==> src/rtl/tsd_pkg.sv <==
// Package: shared constants and helpers for the tree-search decoder.
// Assumes exactly three bus lines and a trellis forced to zero at line 2.
package tsd_pkg;
    localparam int NUM_LINES  = 3;
    localparam int NUM_LEAVES = 4;
    localparam int NUM_PAIRS  = NUM_LEAVES * (NUM_LEAVES - 1) / 2;
    localparam int DATA_BITS  = 5;

    // Flat index of the comparator for leaf pair (i, j), i < j
    function automatic int pair_idx(input int i, input int j);
        return i * (2 * NUM_LEAVES - i - 1) / 2 + (j - i - 1);
    endfunction

    // Subset used by a line on a given leaf (leaf = 2*p0 + p1)
    function automatic int leaf_subset(input int leaf, input int line);
        int p0;
        int p1;
        p0 = leaf / 2;
        p1 = leaf % 2;
        if (line == 0) return p0;
        if (line == 1) return p0 ^ p1;
        return p1;
    endfunction
endpackage

==> src/rtl/tsd_branch_unit.sv <==
// Branch unit: merged branch metrics for one line.
// For each subset it gives the distance |x - p| to the nearer point and
// a threshold flag that tells which point that is (1 = upper; a tie at
// the midpoint counts as upper). Assumes 3*STEP < 2**(SW-1), so that the
// points lie inside the sample range and MW bits hold any distance.
module tsd_branch_unit #(
    parameter int SW   = 4,
    parameter int STEP = 2,
    parameter int MW   = SW + 1
) (
    input  logic signed [SW-1:0] x,
    output logic        [MW-1:0] bm_a,
    output logic        [MW-1:0] bm_b,
    output logic                 up_a,
    output logic                 up_b
);
    localparam int EW = SW + 3;
    localparam logic signed [EW-1:0] P_M3 = EW'(-3 * STEP);
    localparam logic signed [EW-1:0] P_M1 = EW'(-STEP);
    localparam logic signed [EW-1:0] P_P1 = EW'(STEP);
    localparam logic signed [EW-1:0] P_P3 = EW'(3 * STEP);

    logic signed [EW-1:0] xe;
    logic signed [EW-1:0] diff_a;
    logic signed [EW-1:0] diff_b;
    logic signed [EW-1:0] mag_a;
    logic signed [EW-1:0] mag_b;

    // Sign-extend the sample and apply the two thresholds
    always_comb begin
        xe   = {{3{x[SW-1]}}, x};
        up_a = (xe >= P_M1);
        up_b = (xe >= P_P1);
    end

    // Distance to the nearer point of each subset, without squaring
    always_comb begin
        diff_a = up_a ? (xe - P_P1) : (xe - P_M3);
        diff_b = up_b ? (xe - P_P3) : (xe - P_M1);
        mag_a  = diff_a[EW-1] ? -diff_a : diff_a;
        mag_b  = diff_b[EW-1] ? -diff_b : diff_b;
        bm_a   = mag_a[MW-1:0];
        bm_b   = mag_b[MW-1:0];
    end
endmodule

==> src/rtl/tsd_leaf_min.sv <==
// Leaf minimum finder: flash comparison of every pair of leaf metrics.
// The output bit for pair (i, j), i < j, is 1 when metric i <= metric j,
// so a tie favours the lower index. Pure combinational logic.
module tsd_leaf_min
    import tsd_pkg::*;
#(
    parameter int PW = 7
) (
    input  logic [NUM_LEAVES-1:0][PW-1:0] pm,
    output logic [NUM_PAIRS-1:0]          pair_le
);
    // One comparator per leaf pair
    for (genvar i = 0; i < NUM_LEAVES; i++) begin : g_row
        for (genvar j = i + 1; j < NUM_LEAVES; j++) begin : g_col
            localparam int K = pair_idx(i, j);
            assign pair_le[K] = (pm[i] <= pm[j]);
        end
    end
endmodule

==> src/rtl/tsd_bit_decoder.sv <==
// Output decoder: maps the six pairwise results and the six threshold
// flags (12 signals) onto the 5-bit data word. The winning leaf gives the
// path bits; the threshold flag of the subset on that path gives each
// within-subset bit. Assumes the threshold flag layout {up_b, up_a} per line.
module tsd_bit_decoder
    import tsd_pkg::*;
(
    input  logic [NUM_PAIRS-1:0]   pair_le,
    input  logic [2*NUM_LINES-1:0] thr,
    output logic [NUM_LEAVES-1:0]  win,
    output logic [DATA_BITS-1:0]   data
);
    // A leaf wins when it beats every higher leaf and ties no lower leaf
    for (genvar l = 0; l < NUM_LEAVES; l++) begin : g_win
        logic [NUM_LEAVES-1:0] beats;
        for (genvar j = 0; j < NUM_LEAVES; j++) begin : g_vs
            if (j > l) begin : g_hi
                assign beats[j] = pair_le[pair_idx(l, j)];
            end else if (j < l) begin : g_lo
                assign beats[j] = ~pair_le[pair_idx(j, l)];
            end else begin : g_self
                assign beats[j] = 1'b1;
            end
        end
        assign win[l] = &beats;
    end

    logic p0;
    logic p1;
    logic s_mid;

    // Path bits from the winner, then select the within-subset bits
    always_comb begin
        p0      = win[2] | win[3];
        p1      = win[1] | win[3];
        s_mid   = p0 ^ p1;
        data[0] = p0    ? thr[1] : thr[0];
        data[1] = p0;
        data[2] = s_mid ? thr[3] : thr[2];
        data[3] = p1;
        data[4] = p1    ? thr[5] : thr[4];
    end
endmodule

==> src/rtl/tsd_top.sv <==
// Tree-search soft decoder for three-line space-coded 4-PAM.
// Stage 1 registers the samples. Stage 2 registers the four leaf metrics
// and the six threshold flags. Stage 3 registers the decoded word.
// Assumes deskewed, sampled lines and 3*LEVEL_STEP < 2**(SW-1).
module tsd_top
    import tsd_pkg::*;
#(
    parameter int SW         = 4,
    parameter int LEVEL_STEP = 2
) (
    input  logic                     clk,
    input  logic                     rst_n,
    input  logic                     in_valid,
    input  logic [NUM_LINES*SW-1:0]  in_samples,
    output logic                     out_valid,
    output logic [DATA_BITS-1:0]     out_data
);
    localparam int MW = SW + 1;
    localparam int PW = MW + 2;

    logic [NUM_LINES*SW-1:0]          s1_samples;
    logic                             s1_valid;
    logic [NUM_LINES-1:0][MW-1:0]     bm_a;
    logic [NUM_LINES-1:0][MW-1:0]     bm_b;
    logic [2*NUM_LINES-1:0]           thr;
    logic [NUM_LEAVES-1:0][PW-1:0]    pm;
    logic [NUM_LEAVES-1:0][PW-1:0]    s2_pm;
    logic [2*NUM_LINES-1:0]           s2_thr;
    logic                             s2_valid;
    logic [NUM_PAIRS-1:0]             pair_le;
    logic [NUM_LEAVES-1:0]            win;
    logic [DATA_BITS-1:0]             dec_data;

    // Stage 1: capture the raw samples and their valid flag
    always_ff @(posedge clk) begin
        if (!rst_n) begin
            s1_samples <= '0;
            s1_valid   <= 1'b0;
        end else begin
            s1_samples <= in_samples;
            s1_valid   <= in_valid;
        end
    end

    // One branch unit per line
    for (genvar k = 0; k < NUM_LINES; k++) begin : g_line
        tsd_branch_unit #(
            .SW   (SW),
            .STEP (LEVEL_STEP),
            .MW   (MW)
        ) i_branch (
            .x    (s1_samples[k*SW +: SW]),
            .bm_a (bm_a[k]),
            .bm_b (bm_b[k]),
            .up_a (thr[2*k]),
            .up_b (thr[2*k+1])
        );
    end

    // Leaf metrics: sum the merged branch metric of each line's subset
    for (genvar l = 0; l < NUM_LEAVES; l++) begin : g_leaf
        localparam int SUB0 = leaf_subset(l, 0);
        localparam int SUB1 = leaf_subset(l, 1);
        localparam int SUB2 = leaf_subset(l, 2);
        logic [MW-1:0] b0;
        logic [MW-1:0] b1;
        logic [MW-1:0] b2;
        assign b0    = (SUB0 != 0) ? bm_b[0] : bm_a[0];
        assign b1    = (SUB1 != 0) ? bm_b[1] : bm_a[1];
        assign b2    = (SUB2 != 0) ? bm_b[2] : bm_a[2];
        assign pm[l] = PW'(b0) + PW'(b1) + PW'(b2);
    end

    // Stage 2: register the leaf metrics and the threshold flags
    always_ff @(posedge clk) begin
        if (!rst_n) begin
            s2_pm    <= '0;
            s2_thr   <= '0;
            s2_valid <= 1'b0;
        end else begin
            s2_pm    <= pm;
            s2_thr   <= thr;
            s2_valid <= s1_valid;
        end
    end

    tsd_leaf_min #(
        .PW (PW)
    ) i_min (
        .pm      (s2_pm),
        .pair_le (pair_le)
    );

    tsd_bit_decoder i_dec (
        .pair_le (pair_le),
        .thr     (s2_thr),
        .win     (win),
        .data    (dec_data)
    );

    // Stage 3: register the decoded word; hold it when no word is valid
    always_ff @(posedge clk) begin
        if (!rst_n) begin
            out_valid <= 1'b0;
            out_data  <= '0;
        end else begin
            out_valid <= s2_valid;
            if (s2_valid) out_data <= dec_data;
        end
    end
endmodule

==> config.mk <==
export PLATFORM = sky130hd
export DESIGN_NAME = tsd_top
export DESIGN_NICKNAME = d
export VERILOG_FILES = /design/src/rtl/tsd_pkg.sv /design/src/rtl/tsd_branch_unit.sv /design/src/rtl/tsd_leaf_min.sv /design/src/rtl/tsd_bit_decoder.sv /design/src/rtl/tsd_top.sv
export SDC_FILE = /design/constraint.sdc
export NUM_CORES = 1
export LEC_CHECK = 0
export CORE_MARGIN = 2
export CORE_UTILIZATION = 30
export CTS_CLUSTER_SIZE = 30
export DETAILED_ROUTE_END_ITERATION = 10
export PLACE_DENSITY = 0.55
export SETUP_SLACK_MARGIN = 0.1
export SYNTH_ARGS = -nofsm -noshare
export SYNTH_HDL_FRONTEND = slang
export SYNTH_SLANG_ARGS = --single-unit
==> constraint.sdc <==
create_clock -name clk -period 7.99 [get_ports clk]
set_input_delay 0.799 -clock clk [delete_from_list [all_inputs] [get_ports clk]]
set_output_delay 0.799 -clock clk [all_outputs]
set_load 0.005 [all_outputs]
## Yosys cells after proc, flatten, opt, wreduce, memory -nomap -nowiden

Cells that the tools add are included.

| word-level totals | value |
|---|---|
| bits in registers | 54 |
| RAM bits | 0 |
| latch bits | 0 |
| input bits | 15 |
| logic and storage cells | 75 |
| memory bits (read-only) | 0 |
| memories kept | 0 |
| output and inout bits | 6 |

| operators by class | value |
|---|---|
| equal/unequal tests | 0 |
| reduce and logical (&&, ||, !) cells | 3 |
| $mul | 0 |
| add/sub/neg operators | 26 |
| bitwise logic cells | 9 |
| divide/modulo/power cells | 0 |
| mux-type cells | 15 |
| magnitude comparators | 12 |
| shifts and indexed selects | 0 |

Operators by type and width:

| cell | count |
|---|---|
| $le 7x7->1 | 6 |
| $mux 7 | 6 |
| $mux 5 | 6 |
| $neg 5->5 | 6 |
| $sub 4x4->5 const B | 6 |
| $add 6x5->7 | 4 |
| $add 5x5->6 | 4 |
| $sub 4x2->5 const B | 3 |
| $sub 4x3->5 const B | 3 |
| $ge 4x2->1 const B | 3 |
| $ge 4x3->1 const B | 3 |
| $reduce_and 3->1 | 3 |
| $not 1->1 | 6 |
| $mux 1 | 3 |
| $or 1x1->1 | 2 |
| $xor 1x1->1 | 1 |

## Longest topological paths before layout

Gate-level depths: netlist of the first run.

| logic depth | value |
|---|---|
| depth after elaboration | 6 |
| depth in mapped cells | 20 |
| gate-level depth less buffers | 19 |

## Hierarchy

A second synthesis of the first run with hierarchy kept.

| second synthesis, totals | value |
|---|---|
| cell total of the unflattened synthesis | 526 |
| area total of the unflattened synthesis | 4956.0 sq um |

By module, submodules not included:

| module | instances | area each (sq um) | cells each | sequential area each (sq um) |
|---|---|---|---|---|
| tsd_top | 1 | 2523.7 | 220 | 1081.0 |
| tsd_branch_unit | 3 | 459.2 | 57 | 0.0 |
| tsd_leaf_min | 1 | 934.6 | 123 | 0.0 |
| tsd_bit_decoder | 1 | 120.1 | 12 | 0.0 |

## Least setup slack after synthesis of the first run

OpenSTA, ideal clock, no wires.

| path | value |
|---|---|
| path type | register -> register |
| start | register s1_samples[10] |
| end | register s2_pm[26] (netlist name) |
| clock period less this slack | 3528 ps |
| arrival time | 3413 ps |
| library setup time | 115 ps |
| buffers on the path | 0 |
| stages on the path, launching flop included | 16 |
| setup slack | 4462 ps |
| required time | 7875 ps |
| cell sequence | dfxtp_1 inv_1 ha_1 inv_1 ha_1 maj3_1 o32ai_1 o21ai_0 fa_1 inv_1 ha_1 fa_1 a21o_1 a21oi_1 xnor2_1 and2_1 |

| between the ends | value |
|---|---|
| word-level cells in the longest chain between the ends | 5 |
| elaborated cells on any way between the ends | 7 |
| those cells by class | add/sub: 4; order compare: 1; mux: 2 |

Ends and longest elaborated chain:

| element | RTL line | text |
|---|---|---|
| from (decl) | tsd_top.sv:21 | `logic [NUM_LINES*SW-1:0] s1_samples;` |
| from (signal assigned) | tsd_top.sv:40 | `s1_samples <= in_samples;` |
| $sub 4x2->5, or another cell as far along | tsd_branch_unit.sv:39 | `diff_b = up_b ? (xe - P_P3) : (xe - P_M1);` |
| $mux 7 * | tsd_branch_unit.sv:39 |  |
| $neg 5->5 | tsd_branch_unit.sv:41 | `mag_b = diff_b[EW-1] ? -diff_b : diff_b;` |
| $mux 5 * | tsd_branch_unit.sv:41 |  |
| $add 6x5->7 * | tsd_top.sv:71 | `assign pm[l] = PW'(b0) + PW'(b1) + PW'(b2);` |
| to (signal assigned) | tsd_top.sv:81 | `s2_pm <= pm;` |
| to (decl) | tsd_top.sv:27 | `logic [NUM_LEAVES-1:0][PW-1:0] s2_pm;` |

Mark *: on every way between the ends. The rest lies on a longest branch, timed or not.
A chain may end at the register's enable or synchronous reset.

## Worst setup path in the final report of the first run

| path | value |
|---|---|
| start | register s1_samples[9] |
| end | register s2_pm[12] (netlist name) |

Same word-level chain as after synthesis.

==> results of run 1 <==
==> sequential cells by signal, summed over array words and instances, names as in the netlist <==
name,cells
out_data,5
out_valid,1
s1_samples,12
s1_valid,1
s2_pm,25
s2_thr,6
s2_valid,1
==> worst max-delay path by stage <==
stage / start / to / slack [ns] / cells after the start
3_5_place_dp: s1_samples[9] / s2_pm[12] / 4.17 / 15
2_1_floorplan: s1_samples[10] / s2_pm[26] / 4.46 / 15
3_3_place_gp: s1_samples[6] / s2_pm[20] / 4.23 / 16
6_report: s1_samples[9] / s2_pm[12] / 4.14 / 15
4_1_cts: s1_samples[9] / s2_pm[12] / 4.14 / 15
5_1_grt: s1_samples[10] / s2_pm[12] / 3.82 / 15
==> layout by cell type (no fill, tap or decap), drive strengths merged, types with 2 or more instances in the layout <==
master         Yosys  layout
ha                82      82
o21a               4       4
nand2             19      19
inv               77      78
xor2              10      10
clkbuf             7       5
nor2b             14      14
nor3b              4       4
nand3b             2       2
a22oi              2       2
nor2              13      13
dfxtp             51      51
nand4              7       7
mux2i              8       8
nand3              3       3
a21oi             43      43
maj3               2       2
and2              32      32
fa                21      21
a21o              11      11
o211a              4       4
or3                2       2
clkdlybuf4s50      0      20
xnor2             13      13
o21ai             23      23
o32ai              3       3
a211oi             5       5
o22ai              3       3
==> layout make-up <==
class / instances / area [um2] / share of cell area, %
flip-flops and latches: 51 / 1021 / 20.82
inverters: 77 / 289.0 / 5.893
clock buffers: 5 / 125.1 / 2.551
multi-input cells: 342 / 2989 / 60.94
clock inverters: 3 / 47.55 / 0.9694
well taps: 180 / 225.2 / 4.592
repair buffers: 21 / 207.7 / 4.235
==> power groups by stage <==
stage / clock (uW) / sequential, uW / combinational [uW]
finish: 250 / 347 / 894
global route: 266 / 354 / 1020
global placement: 0 / 355 / 863
floorplan: 0 / 335 / 700
detailed placement: 0 / 354 / 898
CTS: 258 / 348 / 904
==> worst register-to-register path, stage by stage (launching register included) <==
cell	delay [ns]
dfxtp_1	0.38
inv_1	0.12
ha_1	0.15
inv_1	0.05
ha_1	0.23
maj3_1	0.37
o32ai_1	0.30
o21ai_0	0.32
fa_1	0.55
inv_1	0.04
ha_1	0.21
fa_1	0.41
a21o_1	0.19
a21oi_1	0.16
xor2_1	0.15
and2_1	0.14
==> routing by layer <==
metal | vias to the layer above | wire [um] | part of all wire (%)
met5 | - | 0 | 0
met4 | 0 | 299 | 3.3
met3 | 19 | 147 | 1.6
met2 | 37 | 4178 | 47
met1 | 1454 | 4328 | 48
li1 | 1635 | - | -
==> cell families after synthesis <==
logic type	count (synthesis)
AO/OA/AOI/OAI	104
XOR/XNOR	23
adder cells (fa/ha/maj)	105
buffers and inverters	85
flip-flops	51
multiplexers	8
AND/OR/NAND/NOR	102
==> per-stage QoR <==
step / hold WS, ns / power, uW / util (%)
2_1_floorplan: 0.4119 / 1034 / -
3_3_place_gp: 0.4159 / 1218 / 33.83
3_5_place_dp: 0.4272 / 1252 / 33.83
4_1_cts: 0.4440 / 1510 / 35.06
5_1_grt: 0.4546 / 1641 / 35.06
6_report: 0.4406 / 1492 / 35.06
==> summary.txt, run 1 <==
outcome: complete, no violations
prevailing post-synth register cell: dfxtp_1
Synth warnings: 0
DRT iter0 DRCs: 122
area share of fa/ha/maj cells after synthesis: 33.86%
Worst Hold Depth: 1
cell row count: 43
register bit total from synthesis: 51
CP cell instances: inv_1 -> ha_1 -> inv_1 -> ha_1 -> maj3_1 -> o32ai_1 -> o21ai_0 -> fa_1 -> inv_1 -> ha_1 -> fa_1 -> a21o_1 -> a21oi_1 -> xor2_1 -> and2_1
Yosys cell types: 44
total global-route track usage: 12.30%
Slew Limit Fails: 0
max-cap viol count: 0
number of remaining DRC errors: 0
initial core utilization: 30.96%
Slew HR: 48.36%
met3 Track Usage GR: 1.511%
Antenna diodes: 0
setup slack, reg-to-reg: 4.14 ns
Detailed Routing Iterations Pass 1: 4
Synth top area share: 23.69%
Synth Area in Compound Gates: 15.26%
Area contributors post-synth: ha_1 24%, dfxtp_1 24%, fa_1 9.7%, inv_1 6.7%, a21oi_1 5.0%
Worst VDD drop: 138.8 uV
worst r2r dst: s2_pm[12]
setup bufs post-CTS: 0
RSZ-0062 raised after global routing: false
CP arrival: 4.08 ns
top-count cell post-synth: ha_1
chip height: 124.1 um
Setup Skew: 0.01146 ns
I/O pins: 21
Clk pwr share: 16.8%
Total Neg Setup Slack: 0 ns
xor/xnor share of the synthesized area: 4.652%
DP HPWL: 7.592 mm
cell taking the most area after synthesis: ha_1
sw frac: 41.59%
number of flops mapped to enable cells by yosys: 0
Combinational Power Share: 60.0%
met1 Track Usage GR: 16.18%
min-delay src: s1_valid
Top Family by Delay on Critical Path: adder cells
CP max stage cell: fa_1
placed insts: 671
LEAKAGE: 0.002340 uW
post-synthesis mux area share: 1.849%
core area: 0.01399 mm2
sequential share of the synthesized area: 23.58%
Async SR Flop Fraction: 0%
final instance count without filler cells: 679
TritonCTS clock tree: built
met2 GRT Util: 20.32%
Reg2Reg Depth: 15
total grt overflow: 0
Net Sw Power: 620.4 uW
routed length per instance: 13.19 um
Setup WS pre-CTS: 4.168 ns
fin crit period: 3.847 ns
Hold Path Sink: s2_valid
layout cells sized above 1: 2.806%
Max clock buf depth: 2
simple-gate share of the synthesized area: 13.41%
TritonCTS sink count: 51
die width: 124.1 um
H-tree lvl count: 2
FMAX: 260.0 MHz
most used routing layer: met2
first-pass GRT wire length: 14.74 mm
Avg Vias per Cell: 4.632
# hold bufs at CTS: 0
Synth-to-Final Area Change: 13.26%
die footprint: 0.01541 mm2
Setup WS post-layout: 4.143 ns
synthesized area per cell: 9.059 um2
Buf/Inv on CP: 3
endpoints failing hold: 0
worst path required time: 8.22 ns
Worst setup SP type: flip-flop
GPL Wtd Cong: 0.8979
main combinational cell family by area after synthesis: adder cells
post-synthesis cell area: 0.004330 mm2
Finish-stage setup viols: 0
Crit Path Class: flip-flop to flip-flop
vias in the first global route: 3094
ANT nets after route: 0
cell internal pwr: 871.3 uW
Crit. End Element: flip-flop
PostCTS Resize Cnt: 0
fin nets: 616
Vias: 3145
Post-Route WL: 8.953 mm
Reg power frac: 23.3%
slew of the pin with the lowest slew margin: 0.7639 ns
Cells after Synth: 478
Fillers: 1434
pin count of the biggest net entering global routing: 52
Critical Path Max Stage Delay: 0.55 ns
final critical-path share of the clock period: 48.14%
Crit Path Max Fanout: 7
Power Dens Cells: 304.1 mW/mm2
Clock transition at path regs: 0.07 ns
initial antenna violation count: 0
CTS Root Cell: clkbuf_16
worst r2r src: s1_samples[9]
class of the worst hold path: flip-flop to flip-flop
Buffers on Ports: 20
Placed Area: 0.004732 mm2
synth cell count leaders: 82 x ha_1, 77 x inv_1, 51 x dfxtp_1
Design Area, Final: 0.004905 mm2
insertion delay to the later sink of the worst-skew pair: 0.30 ns
syn nets: 596
Num CTS Buffers: 5
Note: power is estimated with default switching activity, not from simulation.
==> run 2, diff against run 1 <==
- clock period: 7.99 -> 3.9 ns (I/O delays scaled with it)
==> run 2 against run 1 <==
Against the previous run: sequential power rose by 100%; clock skew down 0.0020 ns; worst setup slack lost 3.9 ns; first-iteration DRC count grew 36%; critical path type unchanged; die area is the same; largest power group unchanged; sequential share of layout area decreased by 0.43 points; via count grew 1.5%; highest routed layer unchanged; routed wire length rose by 2.8%.
==> summary.txt, run 2 (same netlist as run 1, synthesis figures left out) <==
Top Registers: s2_pm x25, s1_samples x12, s2_thr x6 (unchanged)
Buffers on Ports: 20 (unchanged)
TritonCTS sink count: 51 (unchanged)
class of the worst hold path: flip-flop to flip-flop (unchanged)
routed length per instance: 13.40 um (was 13.19 um)
final critical-path share of the clock period: 93.52% (was 48.14%)
Net Sw Power: 1287 uW (was 620.4 uW)
Synth-to-Final Area Change: 15.95% (was 13.26%)
Clk pwr share: 16.4% (was 16.8%)
max reg flops: 25 (unchanged)
cell internal pwr: 1805 uW (was 871.3 uW)
layout cells sized above 1: 6.903% (was 2.806%)
number of remaining DRC errors: 0 (unchanged)
Design Area, Final: 0.005021 mm2 (was 0.004905 mm2)
H-tree lvl count: 2 (unchanged)
ANT nets after route: 0 (unchanged)
RSZ-0062 raised after global routing: true (was false)
DRT iter0 DRCs: 166 (was 122)
die width: 124.1 um (unchanged)
Vias: 3192 (was 3145)
final instance count without filler cells: 687 (was 679)
most frequent cells in the layout: 81 x ha_1, 75 x inv_1, 49 x dfxtp_1 (was 82 x ha_1, 77 x inv_1, 51 x dfxtp_1)
min-delay src: s1_valid (unchanged)
Critical Path Max Stage Delay: 0.53 ns (was 0.55 ns)
Combinational Power Share: 60.6% (was 60.0%)
placed insts: 678 (was 671)
I/O pins: 21 (unchanged)
pin count of the biggest net entering global routing: 31 (was 52)
Worst VDD drop: 296.6 uV (was 138.8 uV)
Crit Path Class: flip-flop to flip-flop (unchanged)
Crit. End Element: flip-flop (unchanged)
cell row count: 43 (unchanged)
Avg Vias per Cell: 4.646 (was 4.632)
most common cell after layout, fill and taps aside: ha_1 (unchanged)
Power Dens Cells: 615.8 mW/mm2 (was 304.1 mW/mm2)
LEAKAGE: 0.002386 uW (was 0.002340 uW)
# hold bufs at CTS: 0 (unchanged)
first-pass GRT wire length: 15.64 mm (was 14.74 mm)
Finish-stage setup viols: 0 (unchanged)
initial antenna violation count: 0 (unchanged)
core area: 0.01399 mm2 (unchanged)
Crit Path Max Fanout: 6 (was 7)
FMAX: 274.2 MHz (was 260.0 MHz)
Buf/Inv on CP: 4 (was 3)
Post-Route WL: 9.203 mm (was 8.953 mm)
TritonCTS clock tree: built (unchanged)
DP HPWL: 7.695 mm (was 7.592 mm)
chip height: 124.1 um (unchanged)
Top Family by Delay on Critical Path: adder cells (unchanged)
Final Core Density: 35.89% (was 35.06%)
outcome: complete, no violations (unchanged)
Num CTS Buffers: 5 (unchanged)
Reg power frac: 23.0% (was 23.3%)
sw frac: 41.62% (was 41.59%)
Worst setup SP type: flip-flop (unchanged)
Clock transition at path regs: 0.07 ns (about the same)
Detailed Routing Iterations Pass 1: 4 (unchanged)
Top reg by flops: s2_pm (unchanged)
worst path required time: 4.07 ns (was 8.22 ns)
total global-route track usage: 12.84% (was 12.30%)
Antenna diodes: 0 (unchanged)
vias in the first global route: 3289 (was 3094)
Setup Skew: 0.009480 ns (was 0.01146 ns)
Slew HR: 52.42% (was 48.36%)
Max clock buf depth: 2 (unchanged)
max-cap viol count: 0 (unchanged)
total grt overflow: 0 (unchanged)
endpoints failing hold: 0 (unchanged)
CTS Root Cell: clkbuf_16 (unchanged)
most used cell, CP: inv_1
initial core utilization: 30.96% (unchanged)
GPL Wtd Cong: 0.9117 (was 0.8979)
fin crit period: 3.647 ns (was 3.847 ns)
fin nets: 624 (was 616)
die footprint: 0.01541 mm2 (unchanged)
CP cell instances: buf_4 -> ha_1 -> ha_1 -> nand2_1 -> a32o_1 -> nor2b_1 -> xor2_1 -> inv_1 -> fa_1 -> inv_1 -> fa_1 -> inv_1 -> a21o_1 -> a21oi_1 -> xor2_1 -> and2_1 (was inv_1 -> ha_1 -> inv_1 -> ha_1 -> maj3_1 -> o32ai_1 -> o21ai_0 -> fa_1 -> inv_1 -> ha_1 -> fa_1 -> a21o_1 -> a21oi_1 -> xor2_1 -> and2_1)
Placed Area: 0.004785 mm2 (was 0.004732 mm2)
Total Neg Setup Slack: 0 ns (unchanged)
CP max stage cell: fa_1 (unchanged)
slew of the pin with the lowest slew margin: 0.7115 ns (was 0.7639 ns)
worst r2r src: s1_samples[9] (unchanged)
insertion delay to the later sink of the worst-skew pair: 0.29 ns (was 0.30 ns)
Critical path origin: s1_samples[9] (unchanged)
Slew Limit Fails: 0 (unchanged)
CP arrival: 3.82 ns (was 4.08 ns)
## run 2: cell count changes in the layout (fill, tap and decap cells not counted), moves of 3 or more
cell and change:
o21ai_0 -3, a21oi_1 -3, buf_4 +8, o21ai_1 +3, a21oi_2 +3
## run 2: worst paths after layout
check | endpoint | slack [ns] | depth (start not counted)
min | s2_valid | 0.43 | 1
max reg2reg | s2_pm[5] | 0.25 | 16
max | s2_pm[5] | 0.25 | 16
min reg2reg | s2_valid | 0.43 | 1
## run 2: per-stage QoR
stage	hold WS [ns]	power, uW	worst slack [ns]
CTS	0.4385	3095	0.1185
floorplan	0.4119	2119	0.3717
global placement	0.4160	2506	0.1507
detailed placement	0.4211	2562	0.01854
global route	0.4475	3401	0.03847
finish	0.4333	3092	0.2528
## run 2: final cells by class
class | instances | area [um2]
inverters | 77 | 289.0
multi-input cells | 342 | 3044
well taps | 180 | 225.2
flip-flops and latches | 51 | 1023
clock buffers | 5 | 125.1
repair buffers | 29 | 267.8
fillers | 1407 | 8967
clock inverters | 3 | 46.29
## run 2: timing repair
item                       4_1_cts  5_1_grt
hold endpoints to repair         0        0
gates cloned                     0        0
resized for setup                2       15
setup endpoints to repair        4       10
pin swaps                        0        2
setup buffers                    1        0
## run 2: power groups by stage
stage	Clock (uW)	Combinational, uW	Sequential [uW]
2_1_floorplan	0	1430	686
3_3_place_gp	0	1780	726
3_5_place_dp	0	1840	724
4_1_cts	522	1860	711
5_1_grt	538	2140	724
6_report	507	1870	711
## run 2: layer usage
layer  global-route usage (%)  vias to the layer above  wire (um)
met4                    4.635                        0        270
li1                         -                     1649          -
met2                    21.69                       35       4349
met5                        0                        -          0
met1                    16.99                     1492       4425
met3                    1.282                       16        158
